`config.mk`:
```
export PLATFORM = sky130hd
export DESIGN_NAME = vid_timing_gen
export DESIGN_NICKNAME = d
export VERILOG_FILES = /design/src/rtl/vt_pkg.sv /design/src/rtl/vt_counter.sv /design/src/rtl/vt_window.sv /design/src/rtl/vt_bar_pattern.sv /design/src/rtl/vid_timing_gen.sv
export SDC_FILE = /design/constraint.sdc
export NUM_CORES = 1
export LEC_CHECK = 0
export ABC_AREA = 1
export BUFFER_PORTS_ARGS = -buffer_cell sky130_fd_sc_hd__buf_2
export CORE_MARGIN = 3
export CORE_UTILIZATION = 54
export CTS_BUF_LIST = sky130_fd_sc_hd__clkbuf_8
export CTS_CLUSTER_DIAMETER = 200
export DETAILED_ROUTE_END_ITERATION = 8
export PLACE_DENSITY = 0.95
export SLEW_MARGIN = 20
export SYNTH_ARGS = -nofsm -noshare
export SYNTH_HDL_FRONTEND = slang
export SYNTH_HIERARCHICAL = 1
export SYNTH_SLANG_ARGS = --single-unit
```
`constraint.sdc`:
```
create_clock -name clk_i -period 8.3 [get_ports clk_i]
set_input_delay 1.245 -clock clk_i [delete_from_list [all_inputs] [get_ports clk_i]]
set_output_delay 1.245 -clock clk_i [all_outputs]
set_load 0.005 [all_outputs]
```
`src/rtl/vt_pkg.sv`:
```
package vt_pkg;
  localparam int unsigned NUM_BARS = 8;

  // bar index -> presence of red/green/blue; index order white..black
  function automatic logic [2:0] bar_rgb(input logic [2:0] idx);
    return {~idx[1], ~idx[2], ~idx[0]};
  endfunction
endpackage

```
`src/rtl/vt_counter.sv`:
```
module vt_counter #(
  parameter int unsigned LIMIT = 550,
  parameter int unsigned W     = $clog2(LIMIT)
) (
  input  logic         clk_i,
  input  logic         rst_ni,
  input  logic         en_i,
  output logic [W-1:0] cnt_o,
  output logic         wrap_o
);
  localparam logic [W-1:0] LAST = W'(LIMIT - 1);

  assign wrap_o = en_i && (cnt_o == LAST);

  always_ff @(posedge clk_i or negedge rst_ni) begin
    if (!rst_ni)     cnt_o <= '0;
    else if (wrap_o) cnt_o <= '0;
    else if (en_i)   cnt_o <= cnt_o + W'(1);
  end
endmodule

```
`src/rtl/vt_window.sv`:
```
module vt_window #(
  parameter int unsigned W  = 10,
  parameter int unsigned LO = 0,
  parameter int unsigned HI = 1
) (
  input  logic [W-1:0] cnt_i,
  output logic         in_o
);
  assign in_o = (cnt_i >= W'(LO)) && (cnt_i <= W'(HI));
endmodule

```
`src/rtl/vt_bar_pattern.sv`:
```
module vt_bar_pattern #(
  parameter int unsigned H_W         = 10,
  parameter int unsigned H_ACT_START = 70,
  parameter int unsigned BAR_W       = 60,
  parameter int unsigned COMP_W      = 10
) (
  input  logic [H_W-1:0]      h_cnt_i,
  output logic [3*COMP_W-1:0] pix_o
);
  import vt_pkg::*;

  logic [H_W-1:0] ofs, idx;
  logic [2:0]     rgb;

  assign ofs = h_cnt_i - H_W'(H_ACT_START);
  assign idx = ofs / H_W'(BAR_W);
  assign rgb = bar_rgb(idx[2:0]);
  assign pix_o = {{COMP_W{rgb[2]}}, {COMP_W{rgb[1]}}, {COMP_W{rgb[0]}}};
endmodule

```
`src/rtl/vid_timing_gen.sv`:
```
module vid_timing_gen #(
  parameter int unsigned PPC         = 8,
  parameter int unsigned COMP_W      = 10,
  parameter int unsigned H_TOTAL     = 550,
  parameter int unsigned H_ACT_START = 70,
  parameter int unsigned HS_FIRST    = 22,
  parameter int unsigned HS_LAST     = 33,
  parameter int unsigned V_TOTAL     = 2250,
  parameter int unsigned V_ACT_START = 90,
  parameter int unsigned VS_FIRST    = 4,
  parameter int unsigned VS_LAST     = 8
) (
  input  logic                    clk_i,
  input  logic                    rst_ni,
  output logic                    hsync_o,
  output logic                    vsync_o,
  output logic                    de_o,
  output logic [PPC*3*COMP_W-1:0] pix_o
);
  localparam int unsigned H_W   = $clog2(H_TOTAL);
  localparam int unsigned V_W   = $clog2(V_TOTAL);
  localparam int unsigned PIX_W = 3 * COMP_W;
  localparam int unsigned BAR_W = (H_TOTAL - H_ACT_START) / vt_pkg::NUM_BARS;

  logic [H_W-1:0]   h_cnt;
  logic [V_W-1:0]   v_cnt;
  logic             h_wrap, v_wrap;
  logic             h_act, v_act, h_sync, v_sync;
  logic [PIX_W-1:0] lane;

  vt_counter #(.LIMIT(H_TOTAL), .W(H_W)) u_hcnt (
    .clk_i, .rst_ni, .en_i(1'b1), .cnt_o(h_cnt), .wrap_o(h_wrap));

  vt_counter #(.LIMIT(V_TOTAL), .W(V_W)) u_vcnt (
    .clk_i, .rst_ni, .en_i(h_wrap), .cnt_o(v_cnt), .wrap_o(v_wrap));

  vt_window #(.W(H_W), .LO(H_ACT_START), .HI(H_TOTAL-1)) u_hact (.cnt_i(h_cnt), .in_o(h_act));
  vt_window #(.W(V_W), .LO(V_ACT_START), .HI(V_TOTAL-1)) u_vact (.cnt_i(v_cnt), .in_o(v_act));
  vt_window #(.W(H_W), .LO(HS_FIRST),    .HI(HS_LAST))   u_hsw  (.cnt_i(h_cnt), .in_o(h_sync));
  vt_window #(.W(V_W), .LO(VS_FIRST),    .HI(VS_LAST))   u_vsw  (.cnt_i(v_cnt), .in_o(v_sync));

  vt_bar_pattern #(.H_W(H_W), .H_ACT_START(H_ACT_START), .BAR_W(BAR_W), .COMP_W(COMP_W)) u_bars (
    .h_cnt_i(h_cnt), .pix_o(lane));

  always_ff @(posedge clk_i or negedge rst_ni) begin
    if (!rst_ni) begin
      hsync_o <= 1'b0;
      vsync_o <= 1'b0;
      de_o    <= 1'b0;
      pix_o   <= '0;
    end else begin
      hsync_o <= h_sync;
      vsync_o <= v_sync;
      de_o    <= h_act && v_act;
      pix_o   <= (h_act && v_act) ? {PPC{lane}} : '0;
    end
  end
endmodule

```
Word level (Yosys, flattened, before mapping) --
Index checks and enable logic that the tools add are counted.
Operators by class: bitwise logic cells 3, muxes and demuxes 4, reduce and logical (&&, ||, !) cells 7, order comparisons 8, add/subtract/negate cells 3, div/mod/pow operators 1, equal/unequal tests 2
Operator list (number):
- $mux 240 | 1
- $mux 12 | 2
- $add 12x1->12 const B | 1
- $eq 12x12->1 const B | 1
- $ge 12x3->1 const B | 1
- $ge 12x7->1 const B | 1
- $le 12x12->1 const B | 1
- $le 12x4->1 const B | 1
- $add 10x1->10 const B | 1
- $div 10x6->10 const B | 1
- $eq 10x10->1 const B | 1
- $ge 10x5->1 const B | 1
- $ge 10x7->1 const B | 1
- $le 10x10->1 const B | 1
- $le 10x6->1 const B | 1
- $mux 10 | 1
- $sub 10x7->10 const B | 1
- $logic_and 1x1->1 | 6
- $not 1->1 | 3
- $reduce_bool 2->1 | 1
Storage, ports and cells: flip-flop bits (word level) 265, input port bits 2, output and inout port bits 243

Logic depth before layout (Yosys ltp) --
word-level depth 4, depth in mapped cells 25

Hierarchy --
The synthesis kept the hierarchy.
Modules (own cells, without submodules):
- vid_timing_gen | instances 1, area an instance 2762.6 µm², cells an instance 309
- vt_bar_pattern | instances 1, area an instance 918.4 µm², cells an instance 157
- vt_counter (u_vcnt) | instances 1, area an instance 714.4 µm², cells an instance 102
- vt_counter (u_hcnt) | instances 1, area an instance 624.3 µm², cells an instance 93
- vt_window (u_vact) | instances 1, area an instance 151.4 µm², cells an instance 33
- vt_window (u_hact) | instances 1, area an instance 63.8 µm², cells an instance 14
- vt_window (u_vsw) | instances 1, area an instance 60.1 µm², cells an instance 13
- vt_window (u_hsw) | instances 1, area an instance 58.8 µm², cells an instance 14

Least setup slack after synthesis --
Ideal clock, no wire load.
path kind reg-to-reg, start point register u_hcnt.cnt_o[2], end point register pix_o[211], library setup time 0.067 ns, period minus slack after synthesis 2.696 ns, path slack 5.604 ns, stages on the path, launching flop included 22, required time 8.233 ns, arrival time 2.628 ns, path through dfrtp_1 -> ha_1 -> nor2_2 -> nand2_2 -> nand3_1 -> nand2_2 -> nor2_4 -> nand4_2 -> nand2_2 -> nand2_4 -> nand2_1 -> nand3_2 -> o21ai_2 -> nand2_2 -> nand3_1 -> nor2_1 -> o21ai_1 -> nand2_1 -> inv_1 -> buf_4 -> inv_1 -> nor2_4
Between the ends: longest elaborated chain between the ends 4, elaborated cells on any way between the ends 8
Ends and longest elaborated chain:
- start, declared | line vt_counter.sv:8 | output logic [W-1:0] cnt_o,
- start signal, assigned | line vt_counter.sv:18 | else if (en_i) cnt_o <= cnt_o + W'(1);
- $sub 10x7->10 | line vt_bar_pattern.sv:15 | assign ofs = h_cnt_i - H_W'(H_ACT_START);
- $div 10x6->10 | line vt_bar_pattern.sv:16 | assign idx = ofs / H_W'(BAR_W);
- $not 1->1 | line vt_pkg.sv:6 | return {~idx[1], ~idx[2], ~idx[0]};
- net lane[0] | line vid_timing_gen.sv:29 | logic [PIX_W-1:0] lane;
- $mux 240 | line vid_timing_gen.sv:55 | pix_o <= (h_act && v_act) ? {PPC{lane}} : '0;
- end signal, assigned | line vid_timing_gen.sv:55
- end, declared | line vid_timing_gen.sv:18 | output logic [PPC*3*COMP_W-1:0] pix_o
The timed path passes the listed nets, and every way through them passes these cells. A chain may end at the register's enable or synchronous reset.

Worst setup path in the final report --
Ends and elaborated chain as after synthesis.

==> results.cfg <==
[status]
outcome = completed

[timing]
hold_viol = 0
tightest_slew_ps = 959
finalSetupViolCount = 0
max_freq_ghz = 0.332
finClkSkew_ps = 12.1
min_period_ps = 3010
finalCritPeriodShare_pct = 36.3
maxSlewViolCount = 0
rsz0062_at_grt = false
tns_ps = 0
maxSlewHeadroom_pct = 35.8

[layout]
drive_gt1_share_pct = 44.4
n_antenna_cell = 0
final_nets = 760
syn_to_final_growth_pct = -5.68

[pwr]
finalPower_w = 0.00129
pwr-share-clk_pct = 12.5
p_leak_nw = 3.50
p_sw_w = 0.000697
ir_worst_vdd_v = 0.000155
power.density_nw_per_um2 = 255
power.internal_w = 0.000588
seq_power_share_pct = 26.9
p_sw_share_pct = 54.3
combPwrFrac_pct = 60.7

[worst_setup_path]
worstSetupEndpointType = register
critical_path_required_ps = 8520
path_max_fanout = 12
critical_path_arrival_ps = 3230
worst_setup_path_start_kind = register
critical_path_class = register to register
ff2ff_setup_slack_ps = 5290

[logic_synthesis]
synth_top_family_by_area = buffers and inverters
synth_adder_area_share_pct = 1.40
synth_compound_area_share_pct = 2.06
synthXorXnorAreaFrac_pct = 0.982
muxShareOfSynthArea_pct = 0.187
syn-instance-count = 735
synth_simple_gate_area_share_pct = 28.1
synth.avg_cell_area_sq_um = 7.28
ys_warn_count = 6
yosys.area.top_type = buf_4
seq_area_frac_synth_pct = 25.7
yosysMostFrequentCell = buf_4
async_flop_share_pct = 100
synthTopCellsByArea = buf_4 33%, dfrtp_1 26%, nand2_1 8.7%, inv_1 7.2%, nor2_2 4.2%
synth_edf_count = 0
synth_ff_type = dfrtp_1
synth-seq-cells = 55
synth.distinct_cells = 31
netlist_area_sq_um = 5350
synth_top_area_share_pct = 33.4
yosys-top-cells-count = 238 x buf_4, 124 x nand2_1, 103 x inv_1, 58 x nor2_1, 55 x dfrtp_1

[grt]
grt_pass1_wl_mm = 17.1
met2_usage_pct = 33.1
grt_use_total_pct = 18.3
use_met3_pct = 2.69
antenna_found_initial = 0
busiest_layer = met2
grtUsageMet1_pct = 23.0
grt_max_degree = 56
gr-total-overflow = 0
first_global_vias = 3449

[detailed_routing]
drt_iter0_drc = 311
route.antenna.remaining_nets = 0
drt_pass1_iterations = 4
wl_mm = 10.8
via_count = 3932
drt-wirelength-per-cell_um = 12.3
via_per_inst = 4.46
drc = 0

[clock_tree]
cts-root-buf = clkbuf_8
ctsHoldBuffers = 0
path_clk_slew_ps = 100
cts.sink_count = 55
postCtsSetupBuffers = 0
cts_tree = built
insertion_delay_ps = 310
cts.htree.levels = 2
cts_resized = 0
clockBufferDepth = 2
cts_made_buffers = 5

[place]
place.detailed.hpwl_mm = 8.29
io_buffer_count = 244
place_congestion = 0.889

[hold_path]
hp-class = register to register

[floorplanning]
core_sq_um = 9420
rows = 35
io-pin-count = 245
dieArea_sq_um = 11100
fp.dieW_um = 106
start_util_pct = 56.9
fp.dieH_um = 106

[job]
max-cap-violations = 0
-- worst max-delay path: stages, from the launching register on --
cell	delay [ps]
dfrtp_1	540
ha_1	270
nor2_2	60
nand2_2	100
nand2_1	60
nand2_1	100
nand2_2	90
nor2_4	150
nand4_2	140
nand2_2	130
nand2_4	90
nand2_1	110
nand3_2	100
o21ai_2	150
nand2_2	90
nand3_1	100
nor2_1	50
o21ai_1	120
nand2_1	60
inv_1	200
inv_1	120
nor2_4	100
-- per-stage QoR --
stage,area [sq um],setup WS (ps),util (%),hold WS [ps],std cells
detailed placement,4950,5370,52.5,610,874
CTS,5050,5290,53.6,625,882
finish,5050,5290,53.6,620,882
global placement,4950,5500,52.5,595,874
floorplan,5380,5600,-,559,741
global route,5050,4920,53.6,658,882
-- sequential cells by signal, indices dropped and copies added (netlist names) --
register,count
vsync_o,1
pix_o,30
u_vcnt/cnt_o,12
hsync_o,1
de_o,1
u_hcnt/cnt_o,10
-- power groups by stage --
stage | clock network, W | logic (W) | registers [W]
2_1_floorplan | 0 | 0.00104 | 0.000333
3_3_place_gp | 0 | 0.000750 | 0.000347
3_5_place_dp | 0 | 0.000775 | 0.000349
4_1_cts | 0.000169 | 0.000783 | 0.000345
5_1_grt | 0.000178 | 0.000905 | 0.000350
6_report | 0.000160 | 0.000780 | 0.000345
-- placed cells by master, fill, tap and decap left out --
| cell | count |
|---|---|
| buf_2 | 244 |
| nand2_1 | 124 |
| inv_1 | 103 |
| nor2_1 | 58 |
| dfrtp_1 | 55 |
| nor2_2 | 36 |
| nand3_1 | 28 |
| nand2_2 | 14 |
| a21oi_1 | 8 |
| nand4_1 | 8 |
| clkbuf_8 | 7 |
| conb_1 | 7 |
| nor2_4 | 6 |
| xor2_1 | 6 |
| ha_1 | 6 |
| nand3_2 | 5 |
| nand2_4 | 5 |
| o21ai_1 | 5 |
| inv_2 | 4 |
| o21ai_2 | 3 |
| nor3_1 | 3 |
| nand4_2 | 2 |
| nand3_4 | 2 |
| nor3_2 | 2 |
| or2_0 | 2 |
| o21ai_0 | 2 |
| and2_0 | 2 |
| clkinvlp_4 | 1 |
| buf_4 | 1 |
| nand3b_1 | 1 |
| mux2i_1 | 1 |
| nor3_4 | 1 |
| a21oi_2 | 1 |
-- final cells by class --
type | count | area (sq um)
fillers | 869 | 4370
multi-input cells | 338 | 1780
flip-flops and latches | 55 | 1380
repair buffers | 245 | 1230
inverters | 107 | 402
well taps | 129 | 161
clock buffers | 7 | 96.3
clock inverters | 1 | 7.51
-- worst paths after layout --
check                           cells after the start                    startpoint                           end
worst max register to register                     21   u_hcnt/cnt_o[2]$_DFFE_PN0P_          pix_o[211]$_DFF_PN0_
worst min-delay path                                2  u_vcnt/cnt_o[10]$_DFFE_PN0P_  u_vcnt/cnt_o[10]$_DFFE_PN0P_
max in group asynchronous                           2                        rst_ni   u_vcnt/cnt_o[2]$_DFFE_PN0P_
worst min register to register                      2  u_vcnt/cnt_o[10]$_DFFE_PN0P_  u_vcnt/cnt_o[10]$_DFFE_PN0P_
min in group asynchronous                           2                        rst_ni          pix_o[212]$_DFF_PN0_
worst max-delay path                               21   u_hcnt/cnt_o[2]$_DFFE_PN0P_          pix_o[211]$_DFF_PN0_
-- routing by layer --
metal	part of all wire, %	vias up
met5	0	-
met4	0.96	0
met3	6.0	12
met2	52	145
met1	41	1794
li1	-	1981
-- cell families (layout without fill, tap and decap cells) --
family	after synthesis	after routing
adders and majority gates	6	6
other	1	7
buffers and inverters	348	360
muxes	1	1
AOI/OAI and AO/OA	19	19
and+or+nand+nor	299	299
DFF	55	55
xor gates and xnor gates	6	6
(Power assumes the default switching activity.)
